File: src/rtl/crt_timing_gen.sv
module crt_timing_gen #(
  parameter int H_W          = 8,
  parameter int V_W          = 10,
  parameter int INIT_HTOTAL  = 99,
  parameter int INIT_VTOTAL  = 524,
  parameter int INIT_HSYNC   = 11,
  parameter int INIT_VSYNC   = 1,
  parameter int INIT_HSTART  = 8,
  parameter int INIT_HEND    = 88,
  parameter int INIT_VSTART  = 34,
  parameter int INIT_VEND    = 514,
  parameter int INIT_IRQ     = 0
) (
  input  logic           clk,
  input  logic           rst_n,
  input  logic           wr_en,
  input  logic [3:0]     wr_sel,
  input  logic [V_W-1:0] wr_data,
  output logic           hsync_n,
  output logic           vsync_n,
  output logic           de,
  output logic [H_W+2:0] dot_col,
  output logic [V_W-1:0] line,
  output logic           raster_irq
);

  localparam int HX = H_W + 1;
  localparam logic [HX-1:0] HOFS = HX'(5);
  localparam logic [H_W-1:0] HT0 = H_W'(INIT_HTOTAL) | H_W'(1);

  logic [H_W-1:0] s_ht, s_hs, s_ha, s_he, a_ht, a_hs, a_ha, a_he;
  logic [V_W-1:0] s_vt, s_vs, s_va, s_ve, s_irq, a_vt, a_vs, a_va, a_ve, a_irq;

  logic [2:0]     dot_q;
  logic [H_W-1:0] chr_q;
  logic [V_W-1:0] ln_q;

  wire char_end  = dot_q == 3'd7;
  wire line_end  = char_end && (chr_q == a_ht);
  wire frame_end = line_end && (ln_q == a_vt);
  wire [H_W-1:0] wr_h = wr_data[H_W-1:0];

  always_ff @(posedge clk) begin
    if (!rst_n) begin
      s_ht <= HT0;               s_vt <= V_W'(INIT_VTOTAL);
      s_hs <= H_W'(INIT_HSYNC);  s_vs <= V_W'(INIT_VSYNC);
      s_ha <= H_W'(INIT_HSTART); s_he <= H_W'(INIT_HEND);
      s_va <= V_W'(INIT_VSTART); s_ve <= V_W'(INIT_VEND);
      s_irq <= V_W'(INIT_IRQ);
    end else if (wr_en) begin
      case (wr_sel)
        4'd0: s_ht  <= wr_h | H_W'(1);
        4'd1: s_vt  <= wr_data;
        4'd2: s_hs  <= wr_h;
        4'd3: s_vs  <= wr_data;
        4'd4: s_ha  <= wr_h;
        4'd5: s_he  <= wr_h;
        4'd6: s_va  <= wr_data;
        4'd7: s_ve  <= wr_data;
        4'd8: s_irq <= wr_data;
        default: ;
      endcase
    end
  end

  always_ff @(posedge clk) begin
    if (!rst_n) begin
      a_ht <= HT0;               a_vt <= V_W'(INIT_VTOTAL);
      a_hs <= H_W'(INIT_HSYNC);  a_vs <= V_W'(INIT_VSYNC);
      a_ha <= H_W'(INIT_HSTART); a_he <= H_W'(INIT_HEND);
      a_va <= V_W'(INIT_VSTART); a_ve <= V_W'(INIT_VEND);
      a_irq <= V_W'(INIT_IRQ);
    end else if (frame_end) begin
      a_ht <= s_ht; a_vt <= s_vt; a_hs <= s_hs; a_vs <= s_vs;
      a_ha <= s_ha; a_he <= s_he; a_va <= s_va; a_ve <= s_ve;
      a_irq <= s_irq;
    end
  end

  always_ff @(posedge clk) begin
    if (!rst_n) begin
      dot_q <= '0;
      chr_q <= '0;
      ln_q  <= '0;
    end else begin
      dot_q <= dot_q + 3'd1;
      if (char_end) chr_q <= line_end ? '0 : chr_q + H_W'(1);
      if (line_end) ln_q  <= frame_end ? '0 : ln_q + V_W'(1);
    end
  end

  wire h_win = ({1'b0, chr_q} >= ({1'b0, a_ha} + HOFS)) &&
               ({1'b0, chr_q} <= ({1'b0, a_he} + HOFS));
  wire v_win = (ln_q > a_va) && (ln_q <= a_ve);

  assign hsync_n    = !(chr_q <= a_hs);
  assign vsync_n    = !(ln_q <= a_vs);
  assign de         = h_win && v_win;
  assign dot_col    = {chr_q, dot_q};
  assign line       = ln_q;
  assign raster_irq = (ln_q == a_irq) && (chr_q == '0) && (dot_q == 3'd0);

  AST_DOT_STEP: assert property (@(posedge clk) disable iff (!rst_n)
    (dot_col[2:0] != 3'd7) |=> (dot_col[2:0] == $past(dot_col[2:0]) + 3'd1));
  AST_CHAR_HOLD: assert property (@(posedge clk) disable iff (!rst_n)
    (dot_col[2:0] != 3'd7) |=> $stable(dot_col[H_W+2:3]));
  AST_LINE_HOLD: assert property (@(posedge clk) disable iff (!rst_n)
    (dot_col[2:0] != 3'd7) |=> $stable(line));
  AST_HTOT_ODD: assert property (@(posedge clk) disable iff (!rst_n)
    a_ht[0] && s_ht[0]);
  AST_HSYNC_AT_ZERO: assert property (@(posedge clk) disable iff (!rst_n)
    (dot_col[H_W+2:3] == '0) |-> !hsync_n);
  AST_VSYNC_AT_ZERO: assert property (@(posedge clk) disable iff (!rst_n)
    (line == '0) |-> !vsync_n);
  AST_IRQ_SINGLE: assert property (@(posedge clk) disable iff (!rst_n)
    raster_irq |=> !raster_irq);
  AST_CFG_HELD: assert property (@(posedge clk) disable iff (!rst_n)
    !frame_end |=> $stable({a_ht, a_vt, a_hs, a_vs, a_ha, a_he, a_va, a_ve, a_irq}));

endmodule

File: config.mk
export PLATFORM = sky130hd
export DESIGN_NAME = crt_timing_gen
export DESIGN_NICKNAME = d
export VERILOG_FILES = /design/src/rtl/crt_timing_gen.sv
export SDC_FILE = /design/constraint.sdc
export NUM_CORES = 1
export LEC_CHECK = 0
export ABC_AREA = 0
export BUFFER_PORTS_ARGS = -buffer_cell sky130_fd_sc_hd__buf_4
export CAP_MARGIN = 10
export CORE_MARGIN = 8
export CORE_UTILIZATION = 50
export DETAILED_ROUTE_END_ITERATION = 12
export PLACE_DENSITY = 0.67
export SLEW_MARGIN = 20
export SYNTH_ARGS = -nofsm -noshare
export SYNTH_HDL_FRONTEND = slang
export SYNTH_SLANG_ARGS = --single-unit
File: constraint.sdc
create_clock -name clk -period 2.5 [get_ports clk]
set_input_delay 0.125 -clock clk [delete_from_list [all_inputs] [get_ports clk]]
set_output_delay 0.125 -clock clk [all_outputs]
set_load 0.01 [all_outputs]
==> summary.md, run 1 <==
| Metric | Value |
|---|---|
| Met2 usage | `0.295` |
| Worst-Skew Late Latency | `0.44 ns` |
| Root buf cell | `clkbuf_16` |
| Internal power | `4.50 mW` |
| Number of clock sinks | `183` |
| Antenna violations before repair | `0` |
| Synth Cell Area | `approximately 8900 sq um` |
| Final Cycle Share | `1.11` |
| Failing checks | `negative setup slack` |
| Clock Skews | `0.0105 ns` |
| Final Hold Fails | `0` |
| Number of synthesized flops with an enable pin | `0` |
| Die Wd | `149 um` |
| Global routing's busiest layer | `met1` |
| Worst hold slack | `0.0108 ns` |
| Status | `finished, violations left` |
| Cells after Synth | `1031` |
| I/O pin count | `42` |
| Layout area overhead | `14.2%` |
| Setup tns final | `-0.272 ns` |
| Synth area leaders | `dfxtp_1, ha_1, mux2i_1, nand3_1, a21oi_1` |
| Cell row count | `48` |
| GP Congestion | `0.836` |
| Combinational Power Share | `0.034` |
| Largest net degree at the start of global routing | `80` |
| Syn nets | `roughly 1100` |
| TritonCTS clock tree | `done` |
| Switching Share | `0.227` |
| First-pass GRT wire length | `36.9 mm` |
| RSZ-0062 raised after global routing | `yes` |
| Worst setup path class | `flop to primary output` |
| Final HPWL DP | `15.6 mm` |
| Vias per std cell | `approximately 5.7` |
| Port Buffers | `41` |
| H-tree depth | `4` |
| NumNets Final | `1133` |
| Max-cap violations | `0` |
| Initial Utilization | `0.512` |
| Fillers | `1541` |
| Crit path arrival time | `around 2.7 ns` |
| FMAX | `about 0.36 GHz` |
| CP max FO | `3` |
| Slew Viols, Final | `0` |
| Met1 usage | `0.316` |
| Netlist cell types | `50` |
| Most frequent cell after synthesis | `dfxtp_1` |
| Worst min path class | `primary input to flop` |
| Yosys warning count | `0` |
| Area of the multi-input gates | `4700 sq um` |
| CTS Buf Count | `17` |
| Sequential standard cell area | `3680 sq um` |
| Diode count | `0` |
| Clock power share | `0.460` |
| Overall power | `between 5 and 6 mW` |
| CORE AREA | `17300 sq um` |
| Global-route usage over all layers | `0.210` |
| Fin crit period | `between 2 and 3 ns` |
| Clock buffer depth | `2` |
| Residual DRC | `0` |
| FFs w/ async S/R, synth | `0` |
| P_sw | `1.32 mW` |
| Power Dens Cells | `576 nW/um^2` |
| Sequential share of the synthesized area | `0.414` |
| Routed Antenna Nets | `0` |
| Worst Path Required | `2.38 ns` |
| Die height | `~150 um` |
| Final Worst Setup Slack | `-0.272 ns` |
| Pre-CTS setup slack | `-0.0162 ns` |
| Seq pwr share | `0.506` |
| Routed vias | `7313` |
| Top FF cell, synth | `dfxtp_1` |
| Overflow after GRT | `0` |
| Post-synth top cells | `dfxtp_1, nand3_1, a21oi_1` |
| Yosys reg bits | `between 150 and 200` |
| CP endpoint kind | `primary output` |
| Syn_area_per_cell | `approximately 8.6 sq um` |
| DR pass1 iterations | `5` |
| Fraction of layout cells with a size suffix above 1 | `0.126` |
| CTS clock-pin slew for the worst setup and hold paths | `around 0.070 ns` |
| Iter 0 DRT Violations | `around 600` |
| Final setup violation count | `1` |
| M3 GR Usage | `0.0358` |
| Post-synth top area share | `0.414` |
| Worst slew margin | `0.510` |
| DIE AREA | `22200 sq um` |
| Vias in the first global route | `6634` |
| DR WL/cell | `17.8 um` |
| Slew @ Worst Pin | `around 0.73 ns` |
| Maximum vdd drop | `0.506 mV` |
| Critical path launch point type | `flop` |
| Routed WL | `around 23 mm` |
| Leakage | `4.10 nW` |
| Cell taking the most area after synthesis | `dfxtp_1` |
power groups by stage:
stage                     clock (mW)  combinational (mW)  sequential, mW
after floorplan                    0               0.116            3.01
after global placement             0               0.197            3.01
after detailed placement           0               0.199            3.02
after CTS                       2.71               0.201            2.95
after global routing            2.83               0.216            2.95
final                           2.68               0.200            2.95
what timing repair did:
action	in CTS	in global routing
setup buffers	3	0
hold buffers	2	0
pin swaps	8	5
endpoints found under the setup margin	1	1
resized for setup	14	8
endpoints found under the hold margin	10	0
cell families (layout without fill, tap and decap cells):
family / Yosys count / in the layout / share of synthesized area
simple gates: 321 / 321 / 0.178
compound gates: 227 / 227 / 0.138
flops: 183 / 183 / 0.414
buf+inv: 126 / 162 / 0.0633
mux: 64 / 64 / 0.0723
fa+ha+maj: 62 / 62 / 0.0876
xor+xnor: 48 / 48 / 0.0475
per-layer routing:
metal | vias to the layer above | part of all wire
li1 | 3650 | -
met1 | 3444 | 0.51
met2 | 197 | 0.42
met3 | 22 | 0.057
met4 | 0 | 0.012
met5 | - | 0
cell type report:
| class | instances | share of cell area |
|---|---|---|
| inverters | 49 | 0.0184 |
| repair buffers | 81 | 0.0668 |
| clock inverters | 10 | 0.0105 |
| multi-input cells | 722 | 0.465 |
| flip-flops and latches | 183 | 0.364 |
| well taps | 225 | 0.0278 |
| clock buffers | 22 | 0.0479 |
critical path: stages, from the launching register on:
cell and delay (ns):
dfxtp_4 0.36, ha_4 0.17, o2111ai_4 0.20, xor2_1 0.21
ha_1 0.28, a21o_1 0.17, a21oi_2 0.11, o21a_1 0.12
o21ai_1 0.07, nor4bb_2 0.34, buf_4 0.18
worst paths after layout:
| path | from | end | slack, ns | cells after the start |
|---|---|---|---|---|
| min | wr_data[0] | s_vs[0] | 0.01 | 3 |
| min reg2reg | dot_q[0] | dot_q[0] | 0.46 | 1 |
| max reg2reg | line[8] | a_ht[6] | 0.36 | 7 |
| max | a_he[0] | de | -0.27 | 10 |
stage by stage:
step	std cells	util	area, sq um
after floorplan	1031	-	8860
after global placement	1255	0.544	9400
after detailed placement	1255	0.544	9400
after CTS	1292	0.583	10100
after global routing	1292	0.585	10100
final	1292	0.585	10100
placed cells by master, fill, tap and decap left out, types with 4 or more instances in the layout:
master / instances
nand4b_1: 5
o21ai_0: 90
and3_1: 6
nor2b_1: 4
nand2b_1: 5
nand4_1: 14
nor3_1: 5
clkbuf_8: 4
buf_12: 5
and2_1: 6
buf_4: 74
inv_6: 5
o21a_1: 7
o21ai_1: 5
a21oi_1: 98
clkbuf_16: 17
xor2_1: 38
nor2_1: 72
xnor2_1: 10
dfxtp_1: 177
nand2_1: 59
ha_1: 60
inv_1: 48
a31oi_1: 6
mux2i_1: 64
nand3_1: 121
nor4_1: 5
No activity file was read; power rests on OpenSTA's default activity.
==> run 2: changes to the inputs <==
CORE_MARGIN = 5   (was 8)
==> run 2 against run 1 <==
Net effect: the run still ends with negative setup slack left; critical endpoint unchanged; sequential share of layout area shrank 0.59 points; non-clock buffer count grew 12; clock power is essentially flat.
==> summary.md, run 2 (synthesis gave the netlist of run 1 again) <==
| Metric | Value |
|---|---|
| Failing checks | `negative setup slack` |
| Clock Skews | `0.00886 ns (-0.00161 ns)` |
| Critical path launch point type | `flop` |
| Global-route usage over all layers | `0.239 (+0.0287)` |
| H-tree depth | `4 (unchanged)` |
| Cell row count | `48 (unchanged)` |
| Slowest cell on the critical path | `dfxtp_4` |
| RR Startpoint | `line[8]` |
| Crit path to | `de` |
| Clock buffer depth | `2 (unchanged)` |
| Crit path arrival time | `2.66 ns (about the same)` |
| Cell Area, Placed | `9550 sq um (+1.6%)` |
| Root buf cell | `clkbuf_16` |
| Vias per std cell | `5.72 (+0.99%)` |
| Sequence of cells on the critical path | `ha_4 > o2111ai_4 > xor2_1 > ha_1 > a21o_1 > a21oi_2 > o21a_1 > o21ai_2 > nor4bb_2 > buf_4` |
| Hold Path Depth | `3 (unchanged)` |
| Pre-CTS setup slack | `0.0302 ns (+0.0464 ns)` |
| Critical path's largest stage delay | `0.36 ns (about the same)` |
| Final Cycle Share | `1.11 (+0.00563)` |
| Setup tns final | `-0.287 ns (-0.0141 ns)` |
| Placed Instances | `1268 (+1.0%)` |
| Seq pwr share | `0.504 (-0.002)` |
| Die height | `143 um (-4.0%)` |
| Fraction of layout cells with a size suffix above 1 | `0.138 (+0.0126)` |
| Layout Cells excl Fill | `1303 (+0.85%)` |
| Routed vias | `7448 (+1.8%)` |
| I/O pin count | `42 (unchanged)` |
| DR WL/cell | `18.3 um (+2.6%)` |
| CP max FO | `4 (+1)` |
| Leakage | `4.17 nW (+1.8%)` |
| Antenna violations before repair | `0 (unchanged)` |
| Layout area overhead | `15.9%` |
| Final HPWL DP | `16.0 mm (+3.1%)` |
| TritonCTS clock tree | `done` |
| Overall power | `5.85 mW (+0.44%)` |
| Port Buffers | `41 (unchanged)` |
| Routed WL | `23.8 mm (+3.5%)` |
| CTS clock-pin slew for the worst setup and hold paths | `0.07 ns (about the same)` |
| Slew Viols, Final | `0 (unchanged)` |
| Worst R2R Setup Slack | `0.22 ns (-0.14 ns)` |
| Maximum vdd drop | `0.473 mV (-6.5%)` |
| Worst min path class | `primary input to flop` |
| Fin crit period | `2.79 ns (+0.0141 ns)` |
| Die Wd | `143 um (-4.0%)` |
| Vias in the first global route | `6925 (+4.4%)` |
| Max-cap violations | `0 (unchanged)` |
| Final Hold Fails | `0 (unchanged)` |
| CTS Buf Count | `17 (unchanged)` |
| Largest net degree at the start of global routing | `82 (+2.5%)` |
| Commonest non-fill, non-tap cell in the layout | `dfxtp_1` |
| Worst setup path startpoint | `a_he[0]` |
| Slew @ Worst Pin | `0.812 ns (+0.0787 ns)` |
| Combinational Power Share | `0.035 (about the same)` |
| Residual DRC | `0 (unchanged)` |
| Number of clock sinks | `183 (unchanged)` |
| Worst setup path class | `flop to primary output` |
| CP endpoint kind | `primary output` |
| RSZ-0062 raised after global routing | `yes` |
| NumNets Final | `1145 (+1.1%)` |
| DR pass1 iterations | `6 (+1)` |
| Diode count | `0 (unchanged)` |
| Power Dens Cells | `570 nW/um^2 (-1.1%)` |
| Switching Share | `0.228 (+0.00106)` |
| Worst Path Required | `2.38 ns (about the same)` |
| Most frequent cells in the layout | `dfxtp_1, nand3_1, a21oi_1` |
| Clock power share | `0.462 (+0.002)` |
| First-pass GRT wire length | `38.5 mm (+4.4%)` |
| Routed Antenna Nets | `0 (unchanged)` |
| P_sw | `1.33 mW (+0.91%)` |
| Internal power | `4.52 mW (+0.30%)` |
| Iter 0 DRT Violations | `736 (+23%)` |
| DIE AREA | `20500 sq um (-7.9%)` |
| Worst slew margin | `0.457 (-0.0526)` |
| Final instance area | `10300 sq um (+1.5%)` |
| Final setup violation count | `1 (unchanged)` |
| Worst-Skew Late Latency | `0.43 ns (about the same)` |
| R2R cell count | `7 (unchanged)` |
| CORE AREA | `17400 sq um (+0.35%)` |
| GP Congestion | `0.896 (+7.3%)` |
| Overflow after GRT | `0 (unchanged)` |
| FMAX | `0.359 GHz (-0.51%)` |
| Initial Utilization | `0.510 (-0.00177)` |
| Status | `finished, violations left` |
| Worst reg2reg endpoint | `a_va[4]` |
| Final Worst Setup Slack | `-0.287 ns (-0.0141 ns)` |
run 2: worst min-delay path by stage:
| stage | start | to | slack (ns) |
|---|---|---|---|
| after floorplan | wr_data[9] | s_vt[9] | 0.25 |
| after global placement | wr_data[9] | s_ve[9] | 0.40 |
| after detailed placement | wr_data[9] | s_vt[9] | 0.40 |
| after CTS | wr_data[4] | s_vs[4] | 0.02 |
| after global routing | wr_data[4] | s_vs[4] | 0.02 |
| final | wr_data[4] | s_vs[4] | 0.03 |
run 2: critical path: cells and delay by family, from the launching register on:
family	cells	cell delay, ns
xor+xnor	1	0.18
compound gates	5	0.77
simple gates	1	0.30
buf+inv	1	0.17
flops	1	0.36
fa+ha+maj	2	0.45
run 2: final cells by class:
| cell class | count | area, sq um |
|---|---|---|
| Clock buffer | 19 | 443 |
| Clock inverter | 12 | 149 |
| Fill cell | 1578 | 7090 |
| Inverter | 49 | 186 |
| Multi-Input combinational cell | 722 | 4720 |
| Sequential cell | 183 | 3670 |
| Tap cell | 225 | 282 |
| Timing Repair Buffer | 93 | 816 |
run 2: stage by stage:
step	utilization	hold slack, ns
floorplan	-	0.250
global placement	0.550	0.395
detailed placement	0.550	0.403
CTS	0.589	0.0176
global route	0.592	0.0177
finish	0.592	0.0280
run 2: what timing repair did:
action,CTS,global route
resized for setup,15,9
buffers inserted,2,0
hold buffers,2,0
cloned,0,0
pin swaps,12,10
setup endpoints to repair,1,1
endpoints found under the hold margin,10,0
run 2: metal layers:
metal,vias to the layer above,GRT usage,part of all wire
met3,34,0.0415,0.057
met2,214,0.338,0.42
li1,3670,-,-
met4,0,0.0660,0.018
met1,3530,0.371,0.50
met5,-,0,0
run 2: power by group through the flow:
stage / logic [mW] / registers [mW] / clock network [mW]
4_1_cts: 0.202 / 2.95 / 2.72
2_1_floorplan: 0.116 / 3.01 / 0
3_5_place_dp: 0.199 / 3.01 / 0
5_1_grt: 0.218 / 2.95 / 2.85
6_report: 0.202 / 2.95 / 2.70
3_3_place_gp: 0.197 / 3.01 / 0
==> run 3: changes to the inputs <==
CTS_BUF_LIST = sky130_fd_sc_hd__clkbuf_8   (was default)
==> run 3 against run 2 <==
Net effect: global-route usage decreased by 0.22 points; total power decreased by 11%; clock-buffer cell count decreased by 1; non-clock buffer count increased by 9; register-to-register slack about the same; the flow still finishes with violations (negative setup slack); critical path type unchanged; clock power decreased by 25%; combinational power increased by 4%.
==> summary.md, run 3 (synthesis gave the netlist of run 1 again) <==
| Metric | Value |
|---|---|
| Root buf cell | `clkbuf_8` |
| Residual DRC | `0 (unchanged)` |
| Largest delay share family, worst path | `compound AO/OA/AOI/OAI gates` |
| I/O pin count | `42 (unchanged)` |
| Layout area overhead | `14.6%` |
| Crit path arrival time | `2.71 ns (+0.05 ns)` |
| Routed WL | `23.7 mm (-0.57%)` |
| Final instance area | `10100 sq um (-1.2%)` |
| Finished Core Util | `0.585 (-0.00699)` |
| Worst hold slack | `0.145 ns (+0.117 ns)` |
| Maximum vdd drop | `0.334 mV (-29%)` |
| H-tree depth | `4 (unchanged)` |
| Worst reg2reg endpoint | `a_va[4]` |
| Die height | `143 um (unchanged)` |
| Initial Utilization | `0.510 (unchanged)` |
| Setup tns final | `-0.339 ns (-0.0523 ns)` |
| Overflow after GRT | `0 (unchanged)` |
| Slowest cell on the critical path | `dfxtp_4` |
| Worst min path class | `primary input to flop` |
| NumNets Final | `1154 (+0.79%)` |
| Fraction of layout cells with a size suffix above 1 | `0.133 (-0.00482)` |
| Largest net degree at the start of global routing | `82 (unchanged)` |
| Slew Viols, Final | `0 (unchanged)` |
| Number of clock sinks | `183 (unchanged)` |
| Hold Path Depth | `3 (unchanged)` |
| Routed vias | `7422 (-0.35%)` |
| HP Start | `rst_n` |
| Die Wd | `143 um (unchanged)` |
| Commonest non-fill, non-tap cell in the layout | `dfxtp_1` |
| R2R cell count | `7 (unchanged)` |
| TritonCTS clock tree | `done` |
| GP Congestion | `0.896 (unchanged)` |
| RR Startpoint | `line[8]` |
| Diode count | `0 (unchanged)` |
| Power Dens Cells | `511 nW/um^2 (-10%)` |
| Most frequent cells in the layout | `dfxtp_1, nand3_1, a21oi_1` |
| Final HPWL DP | `16.0 mm (unchanged)` |
| First-pass GRT wire length | `38.1 mm (-0.97%)` |
| Hold endpoint | `s_irq[3]` |
| CP endpoint kind | `primary output` |
| Critical path's largest stage delay | `0.37 ns (about the same)` |
| Status | `finished, violations left` |
| Final Worst Setup Slack | `-0.339 ns (-0.0523 ns)` |
| Worst-Skew Late Latency | `0.47 ns (+0.04 ns)` |
| Overall power | `5.18 mW (-11%)` |
| Pre-CTS setup slack | `0.0302 ns (unchanged)` |
| CTS clock-pin slew for the worst setup and hold paths | `0.09 ns (+0.02 ns)` |
| Antenna violations before repair | `0 (unchanged)` |
| Iter 0 DRT Violations | `725 (-1.5%)` |
| Leakage | `4.13 nW (-1.0%)` |
| Final Hold Fails | `0 (unchanged)` |
| Critical path launch point type | `flop` |
| Clock Skews | `0.0131 ns (+0.00427 ns)` |
| Final Cycle Share | `1.14 (+0.0209)` |
| DR pass1 iterations | `5 (-1)` |
| Clock buffer depth | `2 (unchanged)` |
| CTS Buf Count | `17 (unchanged)` |
| Cell Area, Placed | `9550 sq um (unchanged)` |
| Sequence of cells on the critical path | `ha_4 > o2111ai_4 > xor2_1 > ha_1 > a21o_1 > a21oi_2 > o21a_1 > o21ai_1 > nor4bb_1 > buf_4` |
| Global-route usage over all layers | `0.237 (-0.00219)` |
| Slew @ Worst Pin | `0.805 ns (-0.00635 ns)` |
| Worst setup path class | `flop to primary output` |
| CP max FO | `4 (unchanged)` |
| Worst Path Buf+Inv | `1 (unchanged)` |
| Final setup violation count | `1 (unchanged)` |
| Port Buffers | `41 (unchanged)` |
| CORE AREA | `17400 sq um (unchanged)` |
| Cell row count | `48 (unchanged)` |
| RSZ-0062 raised after global routing | `yes` |
| Vias in the first global route | `6824 (-1.5%)` |
| DIE AREA | `20500 sq um (unchanged)` |
| DR WL/cell | `18.1 um (-1.3%)` |
| Failing checks | `negative setup slack` |
| Vias per std cell | `5.66 (-1.0%)` |
| Placed Instances | `1268 (unchanged)` |
| Layout Cells excl Fill | `1312 (+0.69%)` |
| FMAX | `0.352 GHz (-1.8%)` |
| Worst slew margin | `0.461 (+0.00425)` |
| Worst Path Required | `2.38 ns (about the same)` |
| Routed Antenna Nets | `0 (unchanged)` |
| Max-cap violations | `0 (unchanged)` |
| Fillers | `1606 (+1.8%)` |
| Fin crit period | `2.84 ns (+0.0523 ns)` |
| Worst R2R Setup Slack | `0.22 ns (about the same)` |
-- run 3: cell count changes in the layout (fill, tap and decap cells not counted), sizes merged --
cell | before | now
inv | 51 | 52
dlygate4sd3 | 2 | 10
buf | 91 | 92
clkbuf | 19 | 18
-- run 3: layer usage --
metal,GRT usage,part of all wire,wire [um]
met1,0.368,0.51,12100
met2,0.335,0.42,10000
met3,0.0472,0.055,1310
met4,0.0545,0.012,288
met5,0,0,0
-- run 3: cell type report --
type | instances | area, sq um | share of cell area
inverter | 49 | 186 | 0.0184
tap | 225 | 282 | 0.0277
multi-input combinational | 722 | 4700 | 0.463
clock buffer | 18 | 248 | 0.0244
sequential | 183 | 3680 | 0.362
clock inverter | 13 | 153 | 0.0150
timing repair buffer | 102 | 903 | 0.0890
-- run 3: how the worst max path moves through the flow --
stage          cells after the start  slack (ns)     from  to
2_1_floorplan                      9        0.26  a_he[0]  de
3_3_place_gp                      10        0.09  a_he[0]  de
3_5_place_dp                      10        0.03  a_he[0]  de
4_1_cts                           10       -0.31  a_he[0]  de
5_1_grt                           10       -0.50  a_he[0]  de
6_report                          10       -0.34  a_he[0]  de
-- run 3: timing repair --
action | CTS | global route
buffers inserted | 2 | 1
hold endpoints to repair | 23 | 0
resized for setup | 13 | 7
hold buffers | 10 | 0
pin swaps | 12 | 11
endpoints found under the setup margin | 1 | 2
-- run 3: worst register-to-register path, cell delays in order, from the launching register on --
cell and delay [ns]:
dfxtp_1 0.59, buf_4 0.21, xor2_1 0.08, nor4_2 0.40
and3_2 0.40, buf_4 0.26, nand3_1 0.15, a21oi_1 0.14
-- run 3: where the power goes --
| part | internal, mW | total, mW | switching, mW |
|---|---|---|---|
| Sequential | 2.93 | 2.94 | 0.0133 |
| Combinational | 0.0782 | 0.211 | 0.133 |
| Clock | 0.924 | 2.03 | 1.10 |
